**src/rtl/tern_lut_unit.sv**
```systemverilog
module tern_lut_unit #(
  parameter int TRITS = 9
) (
  input  logic                 clk,
  input  logic                 rst,
  input  logic                 in_valid,
  input  logic                 op_binary,
  input  logic [17:0]          lut_trits,
  input  logic [2*TRITS-1:0]   opnd_a,
  input  logic [2*TRITS-1:0]   opnd_b,
  output logic                 out_valid,
  output logic [2*TRITS-1:0]   out_word,
  output logic                 out_err
);

  localparam int W = 2 * TRITS;
  localparam int ENTRIES = 9;

  function automatic logic [1:0] slot_of(input logic [1:0] code);
    case (code)
      2'b11:   slot_of = 2'd0;
      2'b00:   slot_of = 2'd1;
      2'b01:   slot_of = 2'd2;
      default: slot_of = 2'd3;
    endcase
  endfunction

  logic [ENTRIES-1:0] ent_ok;
  logic [TRITS-1:0]   pos_bad;
  logic [W-1:0]       res_word;
  logic               lut_bad;

  for (genvar e = 0; e < ENTRIES; e++) begin : g_ent
    assign ent_ok[e] = lut_trits[2*e+1 -: 2] != 2'b10;
  end

  assign lut_bad = op_binary ? ~&ent_ok : ~&ent_ok[2:0];

  for (genvar t = 0; t < TRITS; t++) begin : g_pos
    logic [1:0] sa, sb;
    logic [3:0] idx;
    logic [1:0] pick;
    assign sa = slot_of(opnd_a[2*t+1 -: 2]);
    assign sb = slot_of(opnd_b[2*t+1 -: 2]);
    assign pos_bad[t] = (sa == 2'd3) || (op_binary && sb == 2'd3);
    always_comb begin
      idx = op_binary ? ({2'b00, sa} * 4'd3 + {2'b00, sb}) : {2'b00, sa};
      if (pos_bad[t]) idx = 4'd0;
      pick = lut_trits[2*idx +: 2];
      if (pos_bad[t] || pick == 2'b10) pick = 2'b00;
    end
    assign res_word[2*t+1 -: 2] = pick;


    out_code_legal_chk: assert property (@(posedge clk) disable iff (rst)
      out_valid |-> out_word[2*t+1 -: 2] != 2'b10);
  end

  always_ff @(posedge clk) begin
    if (rst) begin
      out_valid <= 1'b0;
      out_word  <= '0;
      out_err   <= 1'b0;
    end else begin
      out_valid <= in_valid;
      if (in_valid) begin
        out_word <= res_word;
        out_err  <= lut_bad | (|pos_bad);
      end
    end
  end


  valid_follow_chk: assert property (@(posedge clk) disable iff (rst)
    in_valid |=> out_valid);


  valid_idle_chk: assert property (@(posedge clk) disable iff (rst)
    !in_valid |=> !out_valid);


  hold_result_chk: assert property (@(posedge clk) disable iff (rst)
    !in_valid |=> ($stable(out_word) && $stable(out_err)));


  identity_pass_chk: assert property (@(posedge clk) disable iff (rst)
    (in_valid && !op_binary && lut_trits[5:0] == 6'b01_00_11 && !(|pos_bad))
      |=> (out_word == $past(opnd_a) && !out_err));

endmodule

```
**config.mk**
```make
export PLATFORM = sky130hd
export DESIGN_NAME = tern_lut_unit
export DESIGN_NICKNAME = d
export VERILOG_FILES = /design/src/rtl/tern_lut_unit.sv
export SDC_FILE = /design/constraint.sdc
export NUM_CORES = 1
export LEC_CHECK = 0
export ABC_AREA = 1
export BUFFER_PORTS_ARGS = -buffer_cell sky130_fd_sc_hd__buf_4
export CORE_AREA = 2 2 111 113
export DETAILED_ROUTE_END_ITERATION = 6
export DIE_AREA = 0 0 113 115
export PLACE_DENSITY = 0.62
export RECOVER_POWER = 25
export SLEW_MARGIN = 10
export SYNTH_ARGS = -nofsm -noshare
export SYNTH_HDL_FRONTEND = slang
export SYNTH_SLANG_ARGS = --single-unit
```
**constraint.sdc**
```tcl
create_clock -name clk -period 3.4 [get_ports clk]
set_input_delay 0.68 -clock clk [delete_from_list [all_inputs] [get_ports clk]]
set_output_delay 0.68 -clock clk [all_outputs]
set_load 0.05 [all_outputs]
```
After elaboration in Yosys (flattened, before gate mapping):

Index checks and enable logic that the tools add are counted.

* register bits after elaboration: 20
* input port bits: 58

* add/subtract/negate cells: 9
* multipliers: 9
* equality and inequality tests: 72
* shift operators: 9
* multiplexer cells: 46
* bitwise logic cells: 1
* reductions and logical operators: 50

Operators with widths (count)
* variable part select 18 x 6 -> 2 bit: 9
* one-hot mux 2 bit (3 select lines): 18
* equality test 2 bit (second input constant): 45
* 2-to-1 mux 4 bit: 18
* adder 4 x 2 -> 4 bit: 9
* equality test 2 x 1 -> 1 bit (second input constant): 18
* logical NOT 2 bit: 18
* multiplier 2 x 2 -> 4 bit (second input constant): 9
* logical OR 1 bit: 18
* 2-to-1 mux 2 bit: 9
* inequality test 2 bit (second input constant): 9
* logical AND 1 bit: 9
* AND reduction 9 bit: 1
* OR reduction 9 bit: 1
* AND reduction 3 bit: 1
* logical NOT 1 bit: 2
* 2-to-1 mux 1 bit: 1
* OR 1 bit: 1

Depth between registers and ports, before layout:

Gate-level depths: netlist (run 1).

* depth after elaboration: 10
* mapped depth: 20
* depth with buffers taken out: 20

Least setup slack after synthesis (run 1):

No wires, ideal clock.

* path type: input port to flip-flop
* start: in opnd_b[12]
* end: reg out_word[13]
* arrival time: 2.781 ns
* setup slack: 0.492 ns
* stages on the path: 19
* buffers on the path: 0
* path through: inv_1 ha_1 or2_2 ha_1 ha_1 inv_1 fa_1 inv_1 nand2_1 nor2_1 inv_1 nand3_1 nand2_1 nand2_1 nand3_1 nand2_1 nor2_1 nor2_1 nor2_1

* word-level cells in the longest chain between the ends: 10
* elaborated cells between the ends (all ways): 14
* those cells by class: add/sub: 1; eq/ne: 4; shift: 1; mux: 4; reduce/logical: 4

RTL lines
* start: declaration: line 10 `input logic [2*TRITS-1:0] opnd_b,`
* equality test 2 x 1 -> 1 bit, or another cell as far along: line 20 `case (code)`
* one-hot mux 2 bit (3 select lines) (*): line 20
* parallel branches: the longest is 7 deep, another holds adder 4 x 2 -> 4 bit
* 2-to-1 mux 2 bit (*): line 50 `if (pos_bad[t] || pick == 2'b10) pick = 2'b00;`
* end signal: assignment: line 67 `out_word <= res_word;`
* end: declaration: line 12 `output logic [2*TRITS-1:0] out_word,`

Mark *: on every way between the ends.
A chain may end at the register's enable or synchronous reset.

Worst setup path after layout (run 1):

* start: in opnd_b[8]
* end: reg out_word[9]

The elaborated chain is that of the path after synthesis.

==> out/results.txt, run 1 <==
status: complete, but fails checks
failing checks: design-rule violations
CP Launch Type: primary input
syn_nets: 998
maximum VDD drop: 0.000154 V
Worst Tran Pin Value: 1290 ps
vias in the first global route: 5,029
synth unique cells: 35
Worst path max stage delay: 400 ps
LEAKAGE: 3.16 nW
final hold viol count: 0
placed inst area: 0.00584 mm²
Die Wd: 113 µm
reg2reg path depth: 2
Fillers: 1,291
Multi-input gate area: 0.00412 mm²
CTS tree: done
CTS Sinks: 20
CP startpoint: opnd_b[8]
setup violators final: 0
Max Slew Vio Count: 0
final hold slack: 464 ps
clk_lat worst skew: 260 ps
Clock Tree Root: clkbuf_16
Area Overhead vs Synth: 14.2%
min Tclk post-route: 2960 ps
CP Class: primary input to flop
clock-pin slew on the worst setup and hold paths: 60 ps
final period utilization: 0.870
Pwr Total: 1.66 mW
Clock Path Buffers: 2
Warnings, synthesis: 0
Synth Register Bits: 20
Slew HR: 0.142
layout cells sized above 1: 0.157
H-tree level count: 1
commonest non-fill, non-tap cell in the layout: nand3_1
first-pass GRT wire length: 24.5 mm
final WL: 14.6 mm
postcts setup bufs: 0
number of iterations in the first detailed-routing pass: 7
post-synthesis cell count: 850
DP Wirelength: 10.9 mm
antenna-violating nets left: 0
via count: 5,562
I/O Pins: 78
PD cells: 281 mW/mm²
# DRC: 7
synthesized area: 0.00517 mm²
Setup crit end kind: flop
hold_sp: out_word[8]
sink of the worst hold path: out_word[8]
Die Ht: 115 µm
All-Layer GR Usage: 0.227
WL/cell: 13.7 µm
worst flop-to-flop path startpoint: out_word[12]
highest clock rate: 338 MHz
slowest cell on the critical path: fa_1
hold depth: 2
die area: 0.0130 mm²
row cnt: 40
Hold/Removal Path Class: flop to flop
r2r endpoint: out_word[12]
routability cong.: 0.882
Worst Skew: 0 ps
most frequent cells in the layout: 203 x nand3_1, 183 x nand2_1, 131 x inv_1
Seq. cell area: 400 µm²
worst-path cell chain: buf_4 > inv_1 > ha_1 > or2_2 > ha_1 > ha_1 > inv_1 > fa_1 > inv_1 > nand2_1 > nor2_1 > inv_1 > nand3_1 > nand2_1 > nand2_1 > nand3_1 > nand2_1 > nor2_1 > nor2_1 > nor2_1
Final nets: 1,064
total clock buffers created by CTS: 3
WP data arrival: 3100 ps
Crit Path Max Fanout: 4
syn avg cell area: 6.08 µm²
post_cts resized: 0
CP required: 3550 ps
GR Overflow Total: 0
register area share after synthesis: 0.0774
Starting Density: 0.438
placeable core area: 0.0118 mm²
input/output buffers: 77
post-route cell area: 0.00590 mm²
ANT cells: 0
setup TNS: 0 ps
number of DRC markers in iteration 0: 491
Post-CTS Hold Buffers: 0
Vias/cell: 5.24
largest net degree at the start of global routing: 28
max cap viols: 0
worst reg2reg setup slack: 2620 ps
initial antenna violation count: 0
unrepaired setup endpoints after global routing: no
synth_stat cells, drive strengths merged:
| library cell | count | share of area |
|---|---|---|
| dfxtp | 20 | 0.077 |
| clkinv | 1 | 0.00073 |
| nand4 | 6 | 0.0073 |
| nor2 | 75 | 0.079 |
| o21ai | 23 | 0.022 |
| clkbuf | 8 | 0.0058 |
| nor4 | 2 | 0.0024 |
| ha | 81 | 0.20 |
| a21oi | 23 | 0.027 |
| nand2 | 201 | 0.16 |
| inv | 140 | 0.10 |
| or2 | 9 | 0.011 |
| nand3 | 212 | 0.22 |
| o22ai | 4 | 0.0048 |
| fa | 9 | 0.035 |
| buf | 12 | 0.019 |
| nor3 | 14 | 0.016 |
| o31ai | 1 | 0.0015 |
| xnor2 | 9 | 0.015 |
worst max-delay path by stage:
| stage | to | cells after the start |
|---|---|---|
| 2_1_floorplan | out_word[13] | 19 |
| 3_3_place_gp | out_word[9] | 20 |
| 3_5_place_dp | out_word[9] | 20 |
| 4_1_cts | out_word[9] | 20 |
| 5_1_grt | out_word[7] | 20 |
| 6_report | out_word[9] | 20 |
kinds of logic after synthesis:
group | after synthesis | synth area share
fa+ha+maj | 90 | 0.231
flops | 20 | 0.0774
compound gates | 51 | 0.0559
buf+inv | 161 | 0.127
xor+xnor | 9 | 0.0152
simple gates | 519 | 0.494
sequential cells by signal, summed over array words and instances, names as in the netlist:
| register | flops |
|---|---|
| out_valid | 1 |
| out_err | 1 |
| out_word | 18 |
final cells by class:
type | instances | share of cell area
Multi-Input combinational cell | 669 | 0.697
Clock buffer | 3 | 0.0127
Clock inverter | 1 | 0.00509
Tap cell | 147 | 0.0312
Timing Repair Buffer | 81 | 0.0966
Sequential cell | 20 | 0.0678
Inverter | 141 | 0.0896
critical path: cells and delay by family:
| kind | cells | cell delay, ps |
|---|---|---|
| buffers and inverters | 5 | 340 |
| and+or+nand+nor | 11 | 1100 |
| adders and majority gates | 4 | 940 |
metal layers:
metal,up-vias,wire (µm),part of all wire,track usage
met5,-,0,0,0
met3,25,1160,0.080,0.0237
met1,2457,6920,0.47,0.337
li1,2861,-,-,-
met4,0,259,0.018,0.0382
met2,219,6230,0.43,0.360
stage by stage:
stage                     std cells   util  setup WS (ps)
after floorplan                 850      -            492
after global placement         1058  0.494            183
after detailed placement       1058  0.494            188
after CTS                      1062  0.503            460
after global routing           1062  0.500            113
final                          1062  0.500            443
where the power goes:
part,switching (mW),internal (mW)
Clock,0.0978,0.234
Combinational,0.687,0.372
Sequential,0.0124,0.255
Total,0.797,0.861
(Power assumes the default switching activity.)
==> run 2: changes to the inputs <==
--- a/config.mk
+++ b/config.mk
@@ -10,8 +10,8 @@
 export CORE_AREA = 2 2 111 113
 export DETAILED_ROUTE_END_ITERATION = 6
 export DIE_AREA = 0 0 113 115
-export PLACE_DENSITY = 0.62
-export RECOVER_POWER = 25
+export PLACE_DENSITY = 0.65
+export RECOVER_POWER = 50
 export SLEW_MARGIN = 10
 export SYNTH_ARGS = -nofsm -noshare
 export SYNTH_HDL_FRONTEND = slang
==> run 2 against run 1 <==
The flow still finishes with violations (design-rule violations). Worst hold slack improved by 2.4 ps. Routed wire length down 0.86%. Worst setup slack improved by 20 ps. Register-to-register slack improved by 30 ps. Critical path type unchanged.
==> out/results.txt, run 2 (synthesis gave the netlist of run 1 again) <==
status: complete, but fails checks
failing checks: design-rule violations
Pint: 798 µW
Multi-input gate area: 0.00412 mm²
Die Wd: 113 µm
Worst Path Buf+Inv: 5
clock network power share: 0.171
Post-CTS Hold Buffers: 0
layout cells sized above 1: 0.144
final WL: 14.5 mm
Max Slew Vio Count: 0
largest net degree at the start of global routing: 42
setup TNS: 0 ps
slowest cell on the critical path: fa_1
I/O Pins: 78
LEAKAGE: 3.11 nW
clk_lat worst skew: 250 ps
Slew HR: 0.106
Area Overhead vs Synth: 12.9%
Core Util, Final: 0.494
Fillers: 1,276
CP Launch Type: primary input
worst reg2reg setup slack: 2650 ps
clock-pin slew on the worst setup and hold paths: 60 ps
reg2reg path depth: 4
Clock Path Buffers: 2
worst flop-to-flop path startpoint: out_word[13]
number of DRC markers in iteration 0: 466
most frequent cells in the layout: 203 x nand3_1, 183 x nand2_1, 131 x inv_1
first-pass GRT wire length: 24.4 mm
Starting Density: 0.438
sink of the worst hold path: out_word[6]
max cap viols: 0
CP Class: primary input to flop
highest clock rate: 340 MHz
CP top delay family: simple AND/OR/NAND/NOR gates
GR Overflow Total: 0
hold depth: 2
Die Ht: 115 µm
initial antenna violation count: 0
Worst Skew: 0 ps
Hold/Removal Path Class: flop to flop
hold_sp: out_word[6]
final hold viol count: 0
WL/cell: 13.6 µm
Worst Tran Pin Value: 1340 ps
biggest regs: out_word x18, out_err x1, out_valid x1
min Tclk post-route: 2940 ps
r2r endpoint: out_word[13]
WP data arrival: 3080 ps
Clock Tree Root: clkbuf_16
placeable core area: 0.0118 mm²
vias in the first global route: 5,109
unrepaired setup endpoints after global routing: no
CTS Sinks: 20
Largest register FFs: 18
Psw: 789 µW
postcts setup bufs: 0
Worst path max stage delay: 410 ps
commonest non-fill, non-tap cell in the layout: nand3_1
maximum VDD drop: 0.000150 V
input/output buffers: 77
CP required: 3540 ps
# DRC: 7
Biggest register: out_word
antenna-violating nets left: 0
H-tree level count: 1
sequential power share: 0.169
post_cts resized: 0
Crit Path Max Fanout: 4
Sw Share: 0.497
Seq. cell area: 400 µm²
DP Wirelength: 10.7 mm
PD cells: 272 mW/mm²
number of iterations in the first detailed-routing pass: 7
All-Layer GR Usage: 0.225
CTS tree: done
die area: 0.0130 mm²
final period utilization: 0.864
Vias/cell: 5.27
Final nets: 1,061
worst-path cell chain: buf_4 > inv_1 > ha_1 > or2_2 > ha_1 > ha_1 > inv_1 > fa_1 > inv_1 > nand2_1 > nor2_1 > inv_1 > nand3_1 > nand2_1 > nand2_1 > nand3_1 > nand2_1 > nor2_1 > nor2_1 > nor2_1
setup violators final: 0
via count: 5,582
row cnt: 40
routability cong.: 0.940
Setup crit end kind: flop
combinational power share: 0.660
total clock buffers created by CTS: 3
ANT cells: 0
## run 2: cell count changes in the layout (fill, tap and decap cells not counted), sizes merged
cell    before  now
buf         71   58
bufinv       1    0
clkbuf      13   24
## run 2: per-stage QoR
| step | cells | hold slack, ps | power (mW) | area (µm²) | setup slack [ps] |
|---|---|---|---|---|---|
| final | 1059 | 466 | 1.59 | 5840 | 463 |
| after global routing | 1059 | 479 | 1.74 | 5840 | 221 |
| after CTS | 1059 | 469 | 1.60 | 5920 | 469 |
| after detailed placement | 1055 | 459 | 1.33 | 5830 | 204 |
| after global placement | 1055 | 457 | 1.33 | 5830 | 274 |
| after floorplan | 850 | 694 | 1.07 | 5170 | 492 |
## run 2: area by class of cell
cell class | instances | share of cell area
Tap cell | 147 | 0.0315
Multi-Input combinational cell | 669 | 0.705
Clock buffer | 4 | 0.0152
Timing Repair Buffer | 78 | 0.0895
Sequential cell | 20 | 0.0686
Inverter | 141 | 0.0906
## run 2: worst max path at each step
| stage | slack (ps) | cells after the start | startpoint | end |
|---|---|---|---|---|
| 6_report | 460 | 20 | opnd_b[12] | out_word[13] |
| 3_3_place_gp | 270 | 20 | opnd_b[6] | out_word[7] |
| 4_1_cts | 470 | 20 | opnd_b[12] | out_word[13] |
| 5_1_grt | 220 | 20 | opnd_b[12] | out_word[13] |
| 3_5_place_dp | 200 | 20 | opnd_b[12] | out_word[13] |
| 2_1_floorplan | 490 | 19 | opnd_b[12] | out_word[13] |
## run 2: power groups by stage
| stage | clock (mW) | combinational [mW] | sequential (mW) |
|---|---|---|---|
| after detailed placement | 0 | 1.06 | 0.274 |
| after CTS | 0.274 | 1.06 | 0.269 |
| after floorplan | 0 | 0.726 | 0.342 |
| after global routing | 0.281 | 1.19 | 0.271 |
| final | 0.271 | 1.05 | 0.269 |
| after global placement | 0 | 1.05 | 0.274 |
## run 2: worst min-delay path: stages, from the launching register on
cell and delay [ps]:
dfxtp_1 310, nand2_1 60, a21oi_1 50
## run 2: layer usage
layer	GRT usage	vias up	share of wire	wire length [µm]
li1	-	2858	-	-
met3	0.0216	16	0.079	1150
met5	0	-	0	0
met2	0.365	198	0.44	6370
met1	0.327	2510	0.47	6760
met4	0.0415	0	0.012	171
